**src/rtl/pwr_pme_pkg.sv**
```systemverilog
package pwr_pme_pkg;

    typedef enum logic [1:0] {
        PS_D0_UNINIT = 2'd0,
        PS_D0_ACTIVE = 2'd1,
        PS_D3_HOT    = 2'd2,
        PS_RESTORE   = 2'd3
    } pwr_state_e;

    localparam int          CTRL_W       = 16;
    localparam logic [1:0]  CODE_D0      = 2'b00;
    localparam logic [1:0]  CODE_D3HOT   = 2'b11;
    localparam int          BIT_PME_EN   = 8;
    localparam int          BIT_PME_STS  = 15;

endpackage

```
**src/rtl/pme_wake_detect.sv**
```systemverilog
module pme_wake_detect #(
    parameter int NCH    = 4,
    parameter int NDELTA = 4
) (
    input  logic [NCH-1:0]        rx_line,
    input  logic [NCH*NDELTA-1:0] msr_delta,
    output logic                  wake
);
    logic [NCH-1:0] ch_evt;

    for (genvar c = 0; c < NCH; c++) begin : g_ch
        assign ch_evt[c] = ~rx_line[c] | (|msr_delta[c*NDELTA +: NDELTA]);
    end

    assign wake = |ch_evt;
endmodule

```
**src/rtl/pme_state_fsm.sv**
```systemverilog
module pme_state_fsm
    import pwr_pme_pkg::*;
#(
    parameter int DIS_CYCLES = 16
) (
    input  logic       clk,
    input  logic       rst_n,
    input  logic       wr,
    input  logic [1:0] wr_code,
    input  logic       init_done,
    output pwr_state_e state,
    output logic       mem_en,
    output logic       irq_en,
    output logic       drv_disable,
    output logic       in_d3
);
    localparam int CW = $clog2(DIS_CYCLES + 1);
    localparam logic [CW-1:0] CNT_LAST = CW'(DIS_CYCLES - 1);

    pwr_state_e    state_nx;
    logic [CW-1:0] cnt;

    always_comb begin
        state_nx = state;
        unique case (state)
            PS_D0_UNINIT: begin
                if (wr && wr_code == CODE_D3HOT) state_nx = PS_D3_HOT;
                else if (init_done)              state_nx = PS_D0_ACTIVE;
            end
            PS_D0_ACTIVE: begin
                if (wr && wr_code == CODE_D3HOT) state_nx = PS_D3_HOT;
            end
            PS_D3_HOT: begin
                if (wr && wr_code == CODE_D0)    state_nx = PS_RESTORE;
            end
            PS_RESTORE: begin
                if (cnt == CNT_LAST)             state_nx = PS_D0_UNINIT;
            end
            default:                             state_nx = PS_D0_UNINIT;
        endcase
    end

    always_ff @(posedge clk or negedge rst_n) begin
        if (!rst_n) begin
            state <= PS_D0_UNINIT;
            cnt   <= '0;
        end else begin
            state <= state_nx;
            if (state == PS_RESTORE) cnt <= cnt + 1'b1;
            else                     cnt <= '0;
        end
    end

    always_comb begin
        mem_en      = 1'b0;
        irq_en      = 1'b0;
        drv_disable = 1'b0;
        in_d3       = 1'b0;
        unique case (state)
            PS_D0_UNINIT: ;
            PS_D0_ACTIVE: begin
                mem_en = 1'b1;
                irq_en = 1'b1;
            end
            PS_D3_HOT:    in_d3 = 1'b1;
            PS_RESTORE:   drv_disable = 1'b1;
            default:      ;
        endcase
    end
endmodule

```
**src/rtl/pme_status_reg.sv**
```systemverilog
module pme_status_reg (
    input  logic clk,
    input  logic rst_n,
    input  logic wr,
    input  logic wr_en_bit,
    input  logic wr_clr_bit,
    input  logic wake_set,
    output logic pme_en,
    output logic pme_sts
);
    always_ff @(posedge clk or negedge rst_n) begin
        if (!rst_n) begin
            pme_en  <= 1'b0;
            pme_sts <= 1'b0;
        end else begin
            if (wr) pme_en <= wr_en_bit;
            if (wake_set)               pme_sts <= 1'b1;
            else if (wr && wr_clr_bit)  pme_sts <= 1'b0;
        end
    end
endmodule

```
**src/rtl/pwr_pme_ctrl.sv**
```systemverilog
module pwr_pme_ctrl
    import pwr_pme_pkg::*;
#(
    parameter int NCH        = 4,
    parameter int DIS_CYCLES = 16
) (
    input  logic                 clk,
    input  logic                 rst_n,
    input  logic                 reg_wr,
    input  logic [CTRL_W-1:0]    reg_wdata,
    input  logic                 init_done,
    input  logic [NCH-1:0]       rx_line,
    input  logic [4*NCH-1:0]     msr_delta,
    output logic [CTRL_W-1:0]    reg_rdata,
    output logic                 pme_drive_low,
    output logic                 mem_en,
    output logic                 irq_en,
    output logic                 drv_disable
);
    pwr_state_e state;
    logic       in_d3;
    logic       wake;
    logic       pme_en;
    logic       pme_sts;
    logic       unused_wdata;

    assign unused_wdata = ^{reg_wdata[14:9], reg_wdata[7:2]};

    pme_wake_detect #(.NCH(NCH), .NDELTA(4)) u_wake (
        .rx_line   (rx_line),
        .msr_delta (msr_delta),
        .wake      (wake)
    );

    pme_state_fsm #(.DIS_CYCLES(DIS_CYCLES)) u_fsm (
        .clk         (clk),
        .rst_n       (rst_n),
        .wr          (reg_wr),
        .wr_code     (reg_wdata[1:0]),
        .init_done   (init_done),
        .state       (state),
        .mem_en      (mem_en),
        .irq_en      (irq_en),
        .drv_disable (drv_disable),
        .in_d3       (in_d3)
    );

    pme_status_reg u_sts (
        .clk        (clk),
        .rst_n      (rst_n),
        .wr         (reg_wr),
        .wr_en_bit  (reg_wdata[BIT_PME_EN]),
        .wr_clr_bit (reg_wdata[BIT_PME_STS]),
        .wake_set   (wake & in_d3),
        .pme_en     (pme_en),
        .pme_sts    (pme_sts)
    );

    assign pme_drive_low = pme_en & pme_sts;

    always_comb begin
        reg_rdata              = '0;
        reg_rdata[1:0]         = (state == PS_D3_HOT) ? CODE_D3HOT : CODE_D0;
        reg_rdata[BIT_PME_EN]  = pme_en;
        reg_rdata[BIT_PME_STS] = pme_sts;
    end
endmodule

```
**config.mk**
```make
export PLATFORM = sky130hd
export DESIGN_NAME = pwr_pme_ctrl
export DESIGN_NICKNAME = d
export VERILOG_FILES = /design/src/rtl/pwr_pme_pkg.sv /design/src/rtl/pme_wake_detect.sv /design/src/rtl/pme_state_fsm.sv /design/src/rtl/pme_status_reg.sv /design/src/rtl/pwr_pme_ctrl.sv
export SDC_FILE = /design/constraint.sdc
export NUM_CORES = 1
export LEC_CHECK = 0
export CELL_PAD_IN_SITES_DETAIL_PLACEMENT = 1
export CELL_PAD_IN_SITES_GLOBAL_PLACEMENT = 2
export CORE_MARGIN = 5
export CORE_UTILIZATION = 32
export CTS_CLUSTER_DIAMETER = 150
export DETAILED_ROUTE_END_ITERATION = 16
export DONT_BUFFER_PORTS = 1
export PLACE_DENSITY = 0.88
export SLEW_MARGIN = 20
export SYNTH_ARGS = -nofsm -noshare
export SYNTH_HDL_FRONTEND = slang
export SYNTH_HIERARCHICAL = 1
export SYNTH_SLANG_ARGS = --single-unit
```
**constraint.sdc**
```tcl
create_clock -name clk -period 2.57 [get_ports clk]
set_input_delay 0.257 -clock clk [delete_from_list [all_inputs] [get_ports clk]]
set_output_delay 0.257 -clock clk [all_outputs]
set_load 0.01 [all_outputs]
```
==> key figures <==
Pwr
  • Pwr Total: 0.6003 mW
  • VDD IR max: 0.3208 mV
  • Pwr/cell area: 891.8 nW/um^2
  • Leakage: 0.3363 nW

Global routing
  • Global Route Usage Sum: 0.08250
  • Initial antenna violation count: 0
  • Vias in the first global route: 461
  • Pin count of the biggest net entering global routing: 10
  • First-pass GRT wire length: 1987 um
  • Grt ovf: 0

Finish
  • Fin cells: 97
  • Area grow syn2layout: -1.284%
  • # fillers: 242
  • Antenna Cells: 0
  • Most frequent cells in the layout: conb_1 (12), dfrtp_1 (9), ha_1 (6)
  • Layout cells sized above 1: 0.1000
  • Nets: 117
  • Util after Layout: 0.3363
  • Commonest non-fill, non-tap cell in the layout: conb_1

Route
  • Via density: 4.340
  • DRT Pass-1 Iters: 4
  • Final wirelength: 1284 um
  • DRC viols: 0
  • Vias: 421
  • Initial drt markers: 5
  • Antenna-violating nets left: 0
  • WL/cell: 13.24 um

Synth
  • Xor/xnor share of the synthesized area: 0.02569
  • Post-synth EDFFs: 0
  • Synth Area in Adders: 0.1101
  • Most used DFF post-synth: dfrtp_1
  • Post-synthesis mux area share: 0.02202
  • Mapped Cells: 70
  • Cell area after synthesis: 681.9 sq um
  • Synth unique cells: 25
  • Seq/Total Area, Yosys: 0.3303
  • Count of warnings emitted by yosys: 6
  • Synth Area in Compound Gates: 0.07156
  • Fraction of the mapped netlist area in simple logic gates: 0.2367
  • FF+latch count, synth: 9
  • Largest family of logic cells by synthesized area: simple AND/OR/NAND/NOR gates
  • Syn_area_per_cell: 9.741 sq um
  • FFs w/ async S/R, synth: 1.000

Clocking
  • Clk pin slew, worst setup/hold paths: 60 ps
  • CTS buffer count: 3
  • Deepest clock path buffer count: 2
  • PostCTS Resize Cnt: 0
  • Hold Buf Count CTS: 1
  • Number of H-tree levels: 1
  • Clk sinks: 9
  • Clock Tree Root: clkbuf_4
  • Worst-Skew Late Latency: 250 ps
  • TritonCTS clock tree: done
  • Post-CTS setup buffers: 0

Floorplanning
  • Core Rows: 16
  • I/O pin total: 60
  • Die area: 3154 sq um
  • Core region area: 2002 sq um
  • Initial core utilization: 0.3406
  • Chip Height: 56.16 um
  • Die X: 56.16 um

Critical path
  • Arrival @ worst endpoint: 1790 ps
  • CP Data Required Time: 2750 ps
  • Setup CP Type: flop to flop
  • Nature of the critical path endpoint: flop
  • CP Launch Type: flop
  • Crit Path Max Fanout: 3

STA
  • F_max: 620.4 MHz
  • TNS Setup: 0 ps
  • Setup-failing EPs final: 0
  • Final WS setup: 958.1 ps
  • Skew final: 1.075 ps
  • RSZ-0062 raised after global routing: false
  • Period utilization: 0.6272
  • Final hold violations: 0
  • Final critical-path required period: 1612 ps
  • Slew Limit Fails: 0

Flow run
  • Max-Cap Viols: 0

Placement
  • Detailed placement HPWL: 1114 um
  • Gpl congestion: 0.7362
  • Setup WS pre-CTS: 962.4 ps
  • # port buffers: 0
  • Placed insts: 92

Run status
  • Outcome: completed

Worst hold path
  • Tightest Hold Check Type: input port to flop
worst max-delay path, stage by stage, from the launching register on:
cell	delay [ps]
dfrtp_1	400
ha_1	230
and3_1	180
ha_1	180
nor2b_1	190
a21oi_2	50
o21ai_1	110
a2bb2oi_1	190
area by class of cell:
class                      instances  area [sq um]  share of cell area
tap                               27         33.78             0.05019
sequential                         9         225.2              0.3346
timing repair buffer               1         10.01             0.01487
multi-input combinational         52         362.8              0.5390
clock buffer                       4         26.28             0.03903
inverter                           4         15.01             0.02230
per-stage QoR:
step	hold slack (ps)	cell area, sq um
6_report	150.5	673.1
5_1_grt	124.1	673.1
4_1_cts	138.0	673.1
3_5_place_dp	-38.29	636.9
3_3_place_gp	-38.36	636.9
2_1_floorplan	-38.59	723.2
kinds of logic (layout without fill, tap and decap cells):
| kind of cell | Yosys count | after routing |
|---|---|---|
| xor+xnor | 2 | 2 |
| other cells | 1 | 12 |
| buf+inv | 20 | 9 |
| flops | 9 | 9 |
| compound gates | 7 | 7 |
| fa+ha+maj | 6 | 6 |
| simple gates | 24 | 24 |
| mux | 1 | 1 |
final timing paths:
check | from | to | slack [ps] | cells after the start
worst max-delay path | u_fsm/cnt[0] | u_fsm/state[0] | 960 | 7
worst min-delay path | reg_wdata[8] | u_sts/pme_en | 150 | 1
worst max register to register | u_fsm/cnt[0] | u_fsm/state[0] | 960 | 7
worst min register to register | u_fsm/cnt[0] | u_fsm/cnt[0] | 480 | 1
max in group asynchronous | rst_n | u_fsm/cnt[0] | 1930 | 1
min in group asynchronous | rst_n | u_fsm/cnt[2] | 360 | 1
routing by layer:
layer / track usage / wire length, um / vias up
li1: - / - / 208
met1: 0.08520 / 499 / 200
met2: 0.1352 / 690 / 11
met3: 0.04408 / 75 / 2
met4: 0.04068 / 19 / 0
met5: 0 / 0 / -
report_power, final:
| part | switching [mW] | internal (mW) | leakage, nW | total [mW] |
|---|---|---|---|---|
| Combinational | 0.149 | 0.117 | 0.205 | 0.266 |
| Sequential | 0.0481 | 0.181 | 0.116 | 0.230 |
| Clock | 0.0451 | 0.0596 | 0.0150 | 0.105 |
registers in the layout (all words and copies together), names as in the netlist:
name	count
u_fsm/cnt	5
u_sts/pme_sts	1
u_sts/pme_en	1
u_fsm/state	2
Yosys cell counts (2+ instances only):
cell / instances / area, sq um
nor2_1: 2 / 7.510
o21ai_1: 2 / 10.01
dfrtp_1: 9 / 225.2
and2_1: 5 / 31.28
nor4b_1: 4 / 35.03
ha_1: 6 / 75.07
buf_4: 16 / 120.1
nand3_1: 2 / 10.01
inv_1: 4 / 15.01
and3_1: 2 / 12.51
nor2b_1: 4 / 25.02
Note: power is estimated with default switching activity, not from simulation.
